--- src/rtl/pss_pkg.sv ---
package pss_pkg;

  // Next value of a hysteretic flag: set on set_c when clear, clear on clr_c when set.
  function automatic logic hyst_next(input logic cur, input logic set_c, input logic clr_c);
    return cur ? !clr_c : set_c;
  endfunction

endpackage

--- src/rtl/pss_uv_monitor.sv ---
module pss_uv_monitor #(
  parameter int SUPPLY_W  = 10,
  parameter bit USE_FLAGS = 1'b0,
  parameter int UV_SET    = 435,
  parameter int UV_CLR    = 415
) (
  input  logic                clk,
  input  logic                rst,
  input  logic [SUPPLY_W-1:0] supply_code,
  input  logic                above_rise,
  input  logic                above_fall,
  output logic                good
);
  import pss_pkg::*;

  localparam logic [SUPPLY_W-1:0] SET_C = SUPPLY_W'(UV_SET);
  localparam logic [SUPPLY_W-1:0] CLR_C = SUPPLY_W'(UV_CLR);

  logic set_c, clr_c;

  generate
    if (USE_FLAGS) begin : g_flags
      logic unused_code;
      assign unused_code = ^supply_code;
      assign set_c = above_rise;
      assign clr_c = !above_fall;
    end else begin : g_code
      logic unused_flags;
      assign unused_flags = above_rise ^ above_fall;
      assign set_c = (supply_code >= SET_C);
      assign clr_c = (supply_code <  CLR_C);
    end
  endgenerate

  always_ff @(posedge clk) begin
    if (rst) good <= 1'b0;
    else     good <= hyst_next(good, set_c, clr_c);
  end
endmodule

--- src/rtl/pss_thermal_monitor.sv ---
module pss_thermal_monitor #(
  parameter int TEMP_W   = 9,
  parameter int WARN_SET = 150,
  parameter int WARN_CLR = 135,
  parameter int SHUT_SET = 181,
  parameter int SHUT_CLR = 155
) (
  input  logic              clk,
  input  logic              rst,
  input  logic [TEMP_W-1:0] temp_code,
  output logic              warn,
  output logic              shut
);
  import pss_pkg::*;

  localparam logic [TEMP_W-1:0] W_SET = TEMP_W'(WARN_SET);
  localparam logic [TEMP_W-1:0] W_CLR = TEMP_W'(WARN_CLR);
  localparam logic [TEMP_W-1:0] S_SET = TEMP_W'(SHUT_SET);
  localparam logic [TEMP_W-1:0] S_CLR = TEMP_W'(SHUT_CLR);

  always_ff @(posedge clk) begin
    if (rst) begin
      warn <= 1'b0;
      shut <= 1'b0;
    end else begin
      warn <= hyst_next(warn, temp_code >= W_SET, temp_code < W_CLR);
      shut <= hyst_next(shut, temp_code >= S_SET, temp_code < S_CLR);
    end
  end
endmodule

--- src/rtl/pss_cal_ctrl.sv ---
module pss_cal_ctrl #(
  parameter int CAL_CYCLES = 25
) (
  input  logic clk,
  input  logic rst,
  input  logic supply_good,
  input  logic pin_en,
  input  logic shut,
  output logic cal_done
);
  localparam int CW = $clog2(CAL_CYCLES + 1);
  localparam logic [CW-1:0] LAST = CW'(CAL_CYCLES - 1);

  logic [CW-1:0] cnt;

  always_ff @(posedge clk) begin
    if (rst || !supply_good || !pin_en) begin
      cnt      <= '0;
      cal_done <= 1'b0;
    end else if (shut) begin
      cnt      <= '0;            // abort a running interval, keep a finished one
    end else if (!cal_done) begin
      if (cnt == LAST) begin
        cnt      <= '0;
        cal_done <= 1'b1;
      end else begin
        cnt <= cnt + 1'b1;
      end
    end
  end
endmodule

--- src/rtl/pwr_stage_supervisor.sv ---
module pwr_stage_supervisor #(
  parameter int SUPPLY_W   = 10,
  parameter bit USE_FLAGS  = 1'b0,
  parameter int UV_SET     = 435,
  parameter int UV_CLR     = 415,
  parameter int TEMP_W     = 9,
  parameter int WARN_SET   = 150,
  parameter int WARN_CLR   = 135,
  parameter int SHUT_SET   = 181,
  parameter int SHUT_CLR   = 155,
  parameter int CAL_CYCLES = 25
) (
  input  logic                clk,
  input  logic                rst,
  input  logic [SUPPLY_W-1:0] supply_code,
  input  logic                sup_above_rise,
  input  logic                sup_above_fall,
  input  logic                dis_n,
  input  logic [TEMP_W-1:0]   temp_code,
  output logic                seq_en,
  output logic                seq_start,
  output logic                cal_busy,
  output logic                therm_warn_n
);
  logic dis_q, good, warn, shut, cal_done, run_ok;

  always_ff @(posedge clk) begin
    if (rst) dis_q <= 1'b0;
    else     dis_q <= dis_n;
  end

  pss_uv_monitor #(
    .SUPPLY_W(SUPPLY_W), .USE_FLAGS(USE_FLAGS), .UV_SET(UV_SET), .UV_CLR(UV_CLR)
  ) u_uv (
    .clk(clk), .rst(rst), .supply_code(supply_code),
    .above_rise(sup_above_rise), .above_fall(sup_above_fall), .good(good)
  );

  pss_thermal_monitor #(
    .TEMP_W(TEMP_W), .WARN_SET(WARN_SET), .WARN_CLR(WARN_CLR),
    .SHUT_SET(SHUT_SET), .SHUT_CLR(SHUT_CLR)
  ) u_th (
    .clk(clk), .rst(rst), .temp_code(temp_code), .warn(warn), .shut(shut)
  );

  pss_cal_ctrl #(.CAL_CYCLES(CAL_CYCLES)) u_cal (
    .clk(clk), .rst(rst), .supply_good(good), .pin_en(dis_q),
    .shut(shut), .cal_done(cal_done)
  );

  assign run_ok = good && dis_q && !shut;

  always_ff @(posedge clk) begin
    if (rst) begin
      seq_en       <= 1'b0;
      seq_start    <= 1'b0;
      cal_busy     <= 1'b0;
      therm_warn_n <= 1'b1;
    end else begin
      seq_en       <= run_ok && cal_done;
      seq_start    <= run_ok && cal_done && !seq_en;
      cal_busy     <= run_ok && !cal_done;
      therm_warn_n <= !warn;
    end
  end
endmodule

--- config.mk ---
export PLATFORM = sky130hd
export DESIGN_NAME = pwr_stage_supervisor
export DESIGN_NICKNAME = d
export VERILOG_FILES = /design/src/rtl/pss_pkg.sv /design/src/rtl/pss_uv_monitor.sv /design/src/rtl/pss_thermal_monitor.sv /design/src/rtl/pss_cal_ctrl.sv /design/src/rtl/pwr_stage_supervisor.sv
export SDC_FILE = /design/constraint.sdc
export NUM_CORES = 1
export LEC_CHECK = 0
export ABC_CLOCK_PERIOD_IN_PS = 1200
export BUFFER_PORTS_ARGS = -buffer_cell sky130_fd_sc_hd__buf_2
export CAP_MARGIN = 30
export CORE_MARGIN = 3
export CORE_UTILIZATION = 45
export DETAILED_ROUTE_END_ITERATION = 10
export GPL_ROUTABILITY_DRIVEN = 0
export HOLD_SLACK_MARGIN = 0.02
export PLACE_DENSITY = 0.84
export SYNTH_ARGS = -nofsm -noshare
export SYNTH_HDL_FRONTEND = slang
export SYNTH_SLANG_ARGS = --single-unit
--- constraint.sdc ---
create_clock -name clk -period 1.2 [get_ports clk]
set_input_delay 0.24 -clock clk [delete_from_list [all_inputs] [get_ports clk]]
set_output_delay 0.24 -clock clk [all_outputs]
set_load 0.01 [all_outputs]
Word level (Yosys, flattened, before mapping)
Cells that the tools add are included.
W data, S select, Z words.
{"block": "totals", "register_bits": 14, "output_inout_bits": 4, "wordCells": 41}
{"block": "op_classes", "addsub": 1, "n_lt_le_gt_ge": 6, "eq_ne": 1, "muxes": 6, "n_reduce_logical": 17}
{"op": "$ge A9 B8 Y1 const B", "count": 2}
{"op": "$lt A9 B8 Y1 const B", "count": 2}
{"op": "$ge A10 B9 Y1 const B", "count": 1}
{"op": "$lt A10 B9 Y1 const B", "count": 1}
{"op": "$logic_not A1 Y1", "count": 9}
{"op": "$add A5 B1 Y5 const B", "count": 1}
{"op": "$eq A5 B5 Y1 const B", "count": 1}
{"op": "$logic_and A1 B1 Y1", "count": 5}
{"op": "$mux W1", "count": 5}
{"op": "$mux W5", "count": 1}
{"op": "$logic_or A1 B1 Y1", "count": 2}
{"op": "$reduce_or A2 Y1", "count": 1}

Depth between registers and ports, before layout
Gate-level depths: netlist of run 1.
{"block": "logic_depth", "depth_word": 4, "ltp_mapped": 5, "depth_no_buf": 5}

Modules after synthesis
A second synthesis of run 1 with hierarchy kept.
{"block": "unflattened", "hier_cells": 77, "area_unflattened_um2": 698.2}
{"module": "pss_cal_ctrl", "n_inst": 1, "cells_per_inst": 37, "area_each_um2": 321.6}
{"module": "pwr_stage_supervisor", "n_inst": 1, "cells_per_inst": 12, "area_each_um2": 161.4}
{"module": "pss_thermal_monitor", "n_inst": 1, "cells_per_inst": 19, "area_each_um2": 147.6}
{"module": "pss_uv_monitor", "n_inst": 1, "cells_per_inst": 9, "area_each_um2": 67.6}

Worst setup path after synthesis of run 1
OpenSTA, ideal clock, no wires.
{"block": "synth_path", "path_type": "flip-flop to flip-flop", "start": "register u_cal.cnt[0]", "end": "register u_cal.cnt[4]", "setup_time_ns": 0.070, "arrival_ns": 1.009, "required_time_ns": 1.130, "slack_ns": 0.121, "path_stages_with_launch": 5, "n_path_buf": 0, "synth_period_minus_slack_ns": 1.079, "path_cell_list": "dfxtp_1 > ha_1 > nor4bb_1 > o21ai_0 > a21oi_1"}
{"block": "synth_via", "elab_chain_cells": 2, "word_cells_on_any_way": 3}
{"item": "start: declaration", "line": "pss_cal_ctrl.sv:14", "text": "logic [CW-1:0] cnt;"}
{"item": "start signal: assignment", "line": "pss_cal_ctrl.sv:27", "text": "cnt <= cnt + 1'b1;"}
{"item": "$add A5 B1 Y5 or $eq A5 B5 Y1 (tied branches)", "line": "pss_cal_ctrl.sv:27, pss_cal_ctrl.sv:23"}
{"item": "$mux W5 *", "line": "pss_cal_ctrl.sv:23", "text": "if (cnt == LAST) begin"}
Every way passes the cells marked *; elsewhere a longest branch is shown, timed or not.
A chain may end at the register's enable or synchronous reset.

Worst setup path after layout of run 1
{"block": "layout_path", "start": "register u_uv.good", "end": "register u_cal.cnt[3]"}
{"block": "layout_via", "elab_chain_cells": 4}
{"item": "start: declaration", "line": "pss_uv_monitor.sv:12", "text": "output logic good"}
{"item": "start signal: assignment", "line": "pss_uv_monitor.sv:37", "text": "else good <= hyst_next(good, set_c, clr_c);"}
{"item": "$logic_not A1 Y1", "line": "pss_cal_ctrl.sv:17", "text": "if (rst || !supply_good || !pin_en) begin"}
{"item": "$logic_or A1 B1 Y1 (2 in series)", "line": "pss_cal_ctrl.sv:17"}
{"item": "$reduce_or A2 Y1 (no source line)"}
Every way passes these cells.

==> results by group, run 1 <==
Outcome
  – Outcome: finished clean

Placed design
  – PortBufs: 25
  – Dpl cells: 115
  – Post-DP HPWL: 1100 microns

Logic synthesis
  – Multiplexer area fraction after synthesis: 1.49%
  – Seq cells post-synth: 14
  – Complex-gate fraction of the synthesized area: 22.0%
  – Xor/xnor share of the synthesized area: 0%
  – Synth warn: 0
  – Largest family of logic cells by synthesized area: simple AND/OR/NAND/NOR gates
  – Synthesized instance count: 75
  – Avg Inst Size Synth: 8.96 sq um
  – Adder-cell share of the synthesized area: 3.72%
  – Simple-gate share of the synthesized area: 27.0%
  – Synth top area cells: dfxtp_1, a21oi_1, ha_1
  – Net Count, Synth: 101
  – Cell Area, Synth: 672 sq um
  – Cell variety after synth: 34
  – Area share of the largest cell type after synthesis: 41.7%
  – Area leader, netlist: dfxtp_1
  – Sequential share of the synthesized area: 41.7%

Min path
  – Hold Path Class: input port to flip-flop
  – Hold Crit Depth: 2

GRT
  – Initial antenna violation count: 0
  – Number of global-route vias before repair: 620
  – Maximum number of pins on one net before global-route repair: 9
  – Grt total ovfl: 0
  – GRT Total Usage: 16.3%
  – First-pass GRT wire length: 2410 microns

Timing
  – Final worst path period share: 94.4%
  – Total negative slack: 0 ns
  – Rel. slew slack: 81.7%
  – Final setup vio count: 0
  – Worst setup skew after layout: 0.00664 ns
  – Endpoints failing hold: 0
  – Minimum clock period: 1.13 ns
  – FMAX: 882 MHz
  – Actual slew at the worst max-slew pin: 0.275 ns
  – Final Max Tran Viols: 0
  – RSZ-0062 raised after global routing: yes

Drt
  – Starting DRT DRC Count: 5
  – DRT Wirelength: 1400 microns
  – Post-Route M1 WL: 586 microns
  – Vias: 687
  – DR WL/cell: 11.8 microns
  – DRT antenna net count: 0
  – Via density per instance: 5.77
  – DRC Markers: 0
  – Pre-antenna DRT Iters: 4
  – Met3 WL post-DR: 101 microns
  – Uppermost layer routed: met4
  – Met2 wire len: 704 microns

Layout
  – # diodes: 0
  – Final Non-Filler Cells: 119
  – Area occupied by multi-input gates: 382 sq um
  – Leading cell type in the layout, fill and taps excluded: buf_2
  – Share of cells above drive strength 1: 37.5%
  – Area Overhead vs Synth: 30.7%
  – Post-layout util: 65.1%
  – Most frequent cells in the layout: buf_2, dfxtp_1, a21oi_1
  – Fin nets: 131
  – Reg area: 283 sq um
  – Fillers: 118

Pwr
  – Power per cell area: 1050 nW/um^2
  – VDD IR-drop max: 0.686 mV
  – Leak Pwr: 0.363 nW

Clock network
  – H-tree depth: 1
  – Worst-skew pair later-pin latency: 0.28 ns
  – CTS root buf: clkbuf_4
  – Num Clock Sinks: 14
  – Number of CTS-inserted buffers: 3
  – Post-CTS Setup Bufs: 0
  – Worst-path clk slew: 0.09 ns
  – CTS tree: yes
  – Max clock buf depth: 2

Setup path
  – Worst Path Required: 1.42 ns
  – R2r worst-path depth: 3
  – Worst path arrival time: 1.35 ns
  – Worst Path Max Fanout: 8
  – Startpoint types: flip-flop
  – Crit end category: flip-flop
  – Worst setup path class: flip-flop to flip-flop

Die
  – Top Ports: 28
  – Die H: 44.6 microns
  – Initial Utilization: 49.8%
  – DIE AREA: 1990 sq um
  – FP Rows: 13
  – Die Wd: 44.6 microns
  – Total core area: 1350 sq um

Run
  – Max Cap Viol: 0
==> Yosys cell counts, drive strengths merged <==
| library cell | number |
|---|---|
| nand2 | 3 |
| inv | 5 |
| and2b | 1 |
| o21a | 1 |
| clkbuf | 1 |
| o32ai | 1 |
| nor3 | 2 |
| nor2b | 1 |
| ha | 2 |
| nand4 | 1 |
| a31oi | 1 |
| and4 | 1 |
| or3 | 2 |
| and3b | 1 |
| a21o | 1 |
| a221oi | 1 |
| buf | 1 |
| nand3 | 5 |
| nand2b | 2 |
| mux2i | 1 |
| a211o | 1 |
| a211oi | 2 |
| o21ai | 4 |
| or4b | 1 |
| a311oi | 2 |
| o31a | 1 |
| dfxtp | 14 |
| a21oi | 6 |
| nor2 | 5 |
| nor3b | 1 |
| o2111ai | 1 |
| nand4b | 2 |
| nor4bb | 1 |
==> routing by layer <==
layer  global-route usage, %  vias up
li1                        -      343
met1                    17.9      315
met2                    28.4       27
met3                    6.10        2
met4                    5.42        0
met5                       0        -
==> worst paths after layout <==
kind | to | slack [ns] | from
setup / recovery | u_cal.cnt[3] | 0.07 | u_uv.good
hold / removal | u_cal.cal_done | 0.18 | rst
setup reg to reg | u_cal.cnt[3] | 0.07 | u_uv.good
hold reg to reg | seq_start | 0.41 | seq_en
==> report_power, final <==
group / switching [mW] / leakage [nW] / internal (mW)
logic: 0.0434 / 0.227 / 0.0526
registers: 0.00942 / 0.115 / 0.478
clock network: 0.151 / 0.0210 / 0.185
total: 0.204 / 0.363 / 0.715
==> kinds of logic after synthesis <==
group | count (synthesis)
AO/OA/AOI/OAI | 22
adder cells (fa/ha/maj) | 2
buffers and inverters | 7
flip-flops | 14
multiplexers | 1
AND/OR/NAND/NOR | 29
==> layout make-up <==
type	instances	share of cell area, %
tap	15	2.14
multi-input combinational	54	43.4
sequential	14	32.2
clock buffer	4	4.13
timing repair buffer	27	16.0
inverter	5	2.14
==> what timing repair did <==
| item | in CTS | in global routing |
|---|---|---|
| hold buffers | 0 | 0 |
| endpoints found under the setup margin | 1 | 6 |
| resized for setup | 3 | 5 |
| pin swaps | 1 | 2 |
==> state kept, by name, summed over array words and instances, names as in the netlist <==
signal / flops
seq_en: 1
u_th.warn: 1
u_uv.good: 1
u_cal.cnt: 5
therm_warn_n: 1
dis_q: 1
u_th.shut: 1
cal_busy: 1
seq_start: 1
u_cal.cal_done: 1
==> critical path: stages, from the launching register on <==
cell and delay, ns:
dfxtp_1 0.37, nand2_1 0.09, or3_1 0.45, a31oi_1 0.17
==> per-stage QoR <==
step,total power [mW],hold WS (ns),area [sq um],worst slack [ns]
2_1_floorplan,0.532,0.312,672,0.121
3_3_place_gp,0.588,0.401,822,0.0336
3_5_place_dp,0.593,0.406,822,0.0145
4_1_cts,0.929,0.174,865,0.0331
5_1_grt,0.968,0.187,878,-0.0375
6_report,0.919,0.182,878,0.0667
No activity file was read; power rests on OpenSTA's default activity.
==> run 2, diff against run 1 <==
--- a/config.mk
+++ b/config.mk
@@ -5,7 +5,7 @@
 export SDC_FILE = /design/constraint.sdc
 export NUM_CORES = 1
 export LEC_CHECK = 0
-export ABC_CLOCK_PERIOD_IN_PS = 1200
+export ABC_CLOCK_PERIOD_IN_PS = 1300
 export BUFFER_PORTS_ARGS = -buffer_cell sky130_fd_sc_hd__buf_2
 export CAP_MARGIN = 30
 export CORE_MARGIN = 3
==> constraint.sdc (replaced) <==
create_clock -name clk -period 1.3 [get_ports clk]
set_input_delay 0.26 -clock clk [delete_from_list [all_inputs] [get_ports clk]]
set_output_delay 0.26 -clock clk [all_outputs]
set_load 0.01 [all_outputs]
==> run 2 against run 1 <==
Against the previous run: via count shrank 5.2%; final cell count fell by 1.7%; clock power fell by 7.7%; first-iteration DRC count up 120%; critical endpoint is now u_cal.cal_done.
==> results by group, run 2 (synthesized netlist as in run 1, its figures left out) <==
Layout
  – Fin nets: 129 (was 131)
  – Final Non-Filler Cells: 117 (was 119)
  – Fin area: 853 sq um (was 878 sq um)
  – Leading cell type in the layout, fill and taps excluded: buf_2 (unchanged)
  – Post-layout util: 63.2% (was 65.1%)
  – # diodes: 0 (unchanged)
  – Most frequent cells in the layout: buf_2, dfxtp_1, a21oi_1 (unchanged)
  – Area Overhead vs Synth: 27.0% (was 30.7%)
  – Fillers: 124 (was 118)
  – Share of cells above drive strength 1: 34.3% (was 37.5%)
  – Largest register FFs: 5 (unchanged)
  – Reg with most FFs: u_cal.cnt (unchanged)

Clock network
  – Worst-path clk slew: 0.08 ns (was 0.09 ns)
  – Worst-skew pair later-pin latency: 0.28 ns (about the same)
  – Number of CTS-inserted buffers: 3 (unchanged)
  – H-tree depth: 1 (unchanged)
  – CTS tree: yes (unchanged)
  – Post-CTS Hold Fix Bufs: 0 (unchanged)
  – Num Clock Sinks: 14 (unchanged)
  – Max clock buf depth: 2 (unchanged)
  – CTS root buf: clkbuf_4 (unchanged)

Setup path
  – Worst path arrival time: 1.39 ns (was 1.35 ns)
  – Top delay family on crit path: simple AND/OR/NAND/NOR gates (unchanged)
  – Worst setup path class: flip-flop to flip-flop (unchanged)
  – Slowest cell on the critical path: dfxtp_2 (was or3_1)
  – Buf+Inv Stages, Crit Path: 1 (was 0)
  – Crit end category: flip-flop (unchanged)
  – Startpoint types: flip-flop (unchanged)
  – Worst path max stage delay: 0.34 ns (was 0.45 ns)
  – Critical-path cell list: inv_1 > ha_1 > nand4b_1 > o21ai_1 > nor3b_2 (was nand2_1 > or3_1 > a31oi_1)
  – Worst Path Max Fanout: 4 (was 8)
  – Worst Path Required: 1.52 ns (was 1.42 ns)

Drt
  – Vias: 651 (was 687)
  – DR WL/cell: 11.7 microns (was 11.8 microns)
  – DRT antenna net count: 0 (unchanged)
  – Pre-antenna DRT Iters: 4 (unchanged)
  – DRT Wirelength: 1370 microns (was 1400 microns)
  – Via density per instance: 5.56 (was 5.77)
  – DRC Markers: 0 (unchanged)
  – Starting DRT DRC Count: 11 (was 5)

Pwr
  – VDD IR-drop max: 0.542 mV (was 0.686 mV)
  – Cell-internal power: 0.658 mW (was 0.715 mW)
  – Combinational power share: 10.1% (was 10.4%)
  – Sw frac: 22.2% (about the same)
  – Power per cell area: 990 nW/um^2 (was 1050 nW/um^2)
  – Overall Power: 0.845 mW (was 0.919 mW)
  – Sequential Power Share: 53.2% (was 53.0%)
  – Clock Power Share: 36.7% (was 36.6%)
  – Leak Pwr: 0.348 nW (was 0.363 nW)
  – Switch Pwr: 0.187 mW (was 0.204 mW)

Timing
  – Actual slew at the worst max-slew pin: 0.266 ns (was 0.275 ns)
  – Final setup vio count: 0 (unchanged)
  – Minimum clock period: 1.17 ns (was 1.13 ns)
  – RSZ-0062 raised after global routing: no (was yes)
  – Worst setup skew after layout: 0.00261 ns (was 0.00664 ns)
  – Endpoints failing hold: 0 (unchanged)
  – Final worst path period share: 90.0% (was 94.4%)
  – FMAX: 854 MHz (was 882 MHz)
  – Hold slack: 0.194 ns (was 0.182 ns)
  – Final WS setup: 0.130 ns (was 0.0667 ns)
  – Rel. slew slack: 82.3% (was 81.7%)
  – Total negative slack: 0 ns (unchanged)
  – Final Max Tran Viols: 0 (unchanged)

Min path
  – Hold Path Class: input port to flip-flop (unchanged)

Placed design
  – Post-DP HPWL: 1080 microns (was 1100 microns)
  – Dpl cells: 113 (was 115)
  – Placed inst area: 807 sq um (was 822 sq um)
  – PortBufs: 25 (unchanged)
  – Pre-CTS WS: 0.0914 ns (was 0.0145 ns)

GRT
  – GRT Total Usage: 16.2% (was 16.3%)
  – Initial antenna violation count: 0 (unchanged)
  – Maximum number of pins on one net before global-route repair: 9 (unchanged)
  – Grt total ovfl: 0 (unchanged)
  – Number of global-route vias before repair: 622 (was 620)
  – First-pass GRT wire length: 2300 microns (was 2410 microns)

Die
  – DIE AREA: 1990 sq um (unchanged)
  – Die H: 44.6 microns (unchanged)
  – Top Ports: 28 (unchanged)
  – FP Rows: 13 (unchanged)
  – Initial Utilization: 49.8% (unchanged)
  – Die Wd: 44.6 microns (unchanged)
  – Total core area: 1350 sq um (unchanged)

Run
  – Max Cap Viol: 0 (unchanged)

Outcome
  – Outcome: finished clean (unchanged)
-- run 2: cell count changes in the layout (fill, tap and decap cells not counted), sizes merged --
cell,change
buf,-2
-- run 2: layer usage --
metal / wire length [microns] / part of all wire (%) / track usage (%) / up-vias
li1: - / - / - / 336
met4: 33 / 2.4 / 10.8 / 0
met3: 103 / 7.5 / 6.10 / 4
met5: 0 / 0 / 0 / -
met2: 659 / 48 / 26.6 / 22
met1: 573 / 42 / 17.0 / 289
-- run 2: final cells by class --
cell class | instances | area, sq um | share of cell area [%]
Sequential cell | 14 | 283 | 33.1
Timing Repair Buffer | 25 | 125 | 14.7
Inverter | 5 | 18.8 | 2.20
Tap cell | 15 | 18.8 | 2.20
Clock buffer | 4 | 36.3 | 4.25
Multi-Input combinational cell | 54 | 372 | 43.5
-- run 2: path summary, 6_finish.rpt --
check | start | endpoint | slack, ns | cells after the start
max | u_cal.cnt[0] | u_cal.cal_done | 0.13 | 5
min | dis_n | dis_q | 0.19 | 2
max reg2reg | u_cal.cnt[0] | u_cal.cal_done | 0.13 | 5
min reg2reg | seq_en | seq_start | 0.43 | 1
-- run 2: worst reg2reg max path: cells and delay by family (launching register included) --
family	cells	cell delay, ns
compound gates	1	0.17
fa+ha+maj	1	0.17
buf+inv	1	0.07
simple gates	2	0.35
flops	1	0.34
-- run 2: power groups by stage --
stage | Clock (mW) | Sequential, mW | Combinational [mW]
2_1_floorplan | 0 | 0.459 | 0.0320
3_3_place_gp | 0 | 0.459 | 0.0816
3_5_place_dp | 0 | 0.459 | 0.0846
4_1_cts | 0.318 | 0.449 | 0.0850
5_1_grt | 0.344 | 0.451 | 0.0945
6_report | 0.310 | 0.449 | 0.0854
-- run 2: repair_timing --
item	in CTS	in global routing
setup endpoints to repair	0	2
resized for setup	0	5
setup buffers	0	0
==> run 3, diff against run 2 <==
--- a/config.mk
+++ b/config.mk
@@ -8,12 +8,14 @@
 export ABC_CLOCK_PERIOD_IN_PS = 1300
 export BUFFER_PORTS_ARGS = -buffer_cell sky130_fd_sc_hd__buf_2
 export CAP_MARGIN = 30
+export CELL_PAD_IN_SITES_DETAIL_PLACEMENT = 1
+export CELL_PAD_IN_SITES_GLOBAL_PLACEMENT = 2
 export CORE_MARGIN = 3
-export CORE_UTILIZATION = 45
+export CORE_UTILIZATION = 25
 export DETAILED_ROUTE_END_ITERATION = 10
 export GPL_ROUTABILITY_DRIVEN = 0
 export HOLD_SLACK_MARGIN = 0.02
-export PLACE_DENSITY = 0.84
+export PLACE_DENSITY = 0.72
 export SYNTH_ARGS = -nofsm -noshare
 export SYNTH_HDL_FRONTEND = slang
 export SYNTH_SLANG_ARGS = --single-unit
==> run 3 against run 2 <==
Against the previous run: setup slack lost 0.019 ns; non-clock buffer count increased by 1; first-iteration DRC count down 55%; global-route usage decreased by 5.7 points; register-to-register slack got worse by 0.02 ns; wire length is 12% higher; utilization is 28 points lower; sequential power about the same; critical path depth fell by 1; fmax decreased by 1.6%; clock power about the same; final cell count increased by 14%.
==> results by group, run 3 (synthesized netlist as in run 1, its figures left out) <==
Layout
  – Area Overhead vs Synth: 31.5% (was 27.0%)
  – Largest register FFs: 5 (unchanged)
  – Reg with most FFs: u_cal.cnt (unchanged)
  – Fillers: 314 (was 124)
  – Leading cell type in the layout, fill and taps excluded: buf_2 (unchanged)
  – # diodes: 0 (unchanged)
  – Most frequent cells in the layout: buf_2, dfxtp_1, a21oi_1 (unchanged)
  – Post-layout util: 35.0% (was 63.2%)
  – Fin nets: 130 (was 129)
  – Share of cells above drive strength 1: 35.0% (was 34.3%)

Drt
  – Met2 wire len: 723 microns (was 659 microns)
  – Post-Route M1 WL: 703 microns (was 573 microns)
  – Pre-antenna DRT Iters: 2 (was 4)
  – Via density per instance: 5.05 (was 5.56)
  – DRC Markers: 0 (unchanged)
  – DRT antenna net count: 0 (unchanged)
  – Met3 WL post-DR: 113 microns (was 103 microns)
  – Starting DRT DRC Count: 5 (was 11)
  – Uppermost layer routed: met3 (was met4)
  – DRT Wirelength: 1540 microns (was 1370 microns)
  – Vias: 671 (was 651)
  – DR WL/cell: 11.6 microns (was 11.7 microns)

Clock network
  – Num Clock Sinks: 14 (unchanged)
  – CTS tree: yes (unchanged)
  – H-tree depth: 1 (unchanged)
  – Max clock buf depth: 2 (unchanged)
  – CTS root buf: clkbuf_4 (unchanged)
  – Worst-path clk slew: 0.08 ns (about the same)
  – Number of CTS-inserted buffers: 3 (unchanged)
  – Worst-skew pair later-pin latency: 0.27 ns (was 0.28 ns)

Timing
  – Minimum clock period: 1.19 ns (was 1.17 ns)
  – Final worst path period share: 91.5% (was 90.0%)
  – Final setup vio count: 0 (unchanged)
  – Hold slack: 0.203 ns (was 0.194 ns)
  – FMAX: 841 MHz (was 854 MHz)
  – RSZ-0062 raised after global routing: yes (was no)
  – Rel. slew slack: 80.3% (was 82.3%)
  – Endpoints failing hold: 0 (unchanged)
  – Worst setup skew after layout: 0.000759 ns (was 0.00261 ns)
  – Final Max Tran Viols: 0 (unchanged)
  – Actual slew at the worst max-slew pin: 0.293 ns (was 0.266 ns)

Die
  – Die Wd: 57.8 microns (was 44.6 microns)
  – Top Ports: 28 (unchanged)
  – DIE AREA: 3350 sq um (was 1990 sq um)
  – Die H: 57.8 microns (was 44.6 microns)
  – FP Rows: 18 (was 13)
  – Initial Utilization: 26.6% (was 49.8%)
  – Total core area: 2520 sq um (was 1350 sq um)

Placed design
  – PortBufs: 25 (unchanged)
  – Post-DP HPWL: 1270 microns (was 1080 microns)

GRT
  – Grt total ovfl: 0 (unchanged)
  – GRT Total Usage: 10.6% (was 16.2%)
  – First-pass GRT wire length: 2830 microns (was 2300 microns)
  – Maximum number of pins on one net before global-route repair: 9 (unchanged)
  – Number of global-route vias before repair: 718 (was 622)
  – Initial antenna violation count: 0 (unchanged)

Setup path
  – Worst setup path class: flip-flop to flip-flop (unchanged)
  – Worst path arrival time: 1.40 ns (was 1.39 ns)
  – Crit end category: flip-flop (unchanged)
  – Startpoint types: flip-flop (unchanged)
  – Worst Path Max Fanout: 4 (unchanged)
  – Worst Path Required: 1.51 ns (was 1.52 ns)

Pwr
  – Leak Pwr: 0.354 nW (was 0.348 nW)
  – Power per cell area: 960 nW/um^2 (was 990 nW/um^2)
  – VDD IR-drop max: 0.533 mV (was 0.542 mV)
  – Overall Power: 0.848 mW (was 0.845 mW)

Min path
  – Hold Path Class: input port to flip-flop (unchanged)

Run
  – Max Cap Viol: 0 (unchanged)

Outcome
  – Outcome: finished clean (unchanged)
## run 3: changes by cell type in the layout (fill, tap and decap cells not counted), sizes merged
| cell | before | now |
|---|---|---|
| buf | 25 | 26 |
## run 3: metal layers
metal  vias to the layer above  track usage (%)
met5                         -                0
met4                         0            0.993
met3                         0             4.01
met2                        20             18.1
met1                       314             13.1
li1                        337                -
## run 3: final timing paths
check                 end    startpoint  slack, ns  cells past startpoint
max reg2reg  u_cal.cnt[4]  u_cal.cnt[1]       0.11                      4
min reg2reg     seq_start        seq_en       0.43                      1
min                 dis_q         dis_n       0.20                      2
max          u_cal.cnt[4]  u_cal.cnt[1]       0.11                      4
## run 3: area by class of cell
| cell class | instances | area [sq um] | share of cell area [%] |
|---|---|---|---|
| Multi-Input combinational cell | 54 | 377 | 42.6 |
| Sequential cell | 14 | 282 | 31.9 |
| Timing Repair Buffer | 26 | 133 | 15.0 |
| Tap cell | 30 | 37.5 | 4.25 |
| Clock buffer | 4 | 36.3 | 4.11 |
| Inverter | 5 | 18.8 | 2.12 |
## run 3: timing repair
| action | 4_1_cts | 5_1_grt |
|---|---|---|
| hold buffers | 0 | 0 |
| setup endpoints to repair | 0 | 2 |
| buffers inserted | 0 | 0 |
| gates resized for setup | 0 | 5 |
## run 3: per-stage QoR
stage	instance area (sq um)	setup slack, ns	instances	TNS [ns]
3_3_place_gp	833	0.0869	129	0
5_1_grt	883	-0.00436	133	-0.00436
4_1_cts	870	0.0393	133	0
3_5_place_dp	833	0.0590	129	0
6_report	883	0.111	133	0
2_1_floorplan	672	0.221	75	0
## run 3: worst max-delay path, stage by stage, from the launching register on
cell and delay (ns):
dfxtp_1 0.38, ha_2 0.23, nor4bb_1 0.26, o21ai_0 0.12
a21oi_1 0.14
## run 3: report_power, final
group / total [mW] / switching [mW] / internal, mW
clock: 0.310 / 0.139 / 0.170
sequential: 0.449 / 0.00820 / 0.441
combinational: 0.0890 / 0.0405 / 0.0485
total: 0.848 / 0.188 / 0.660
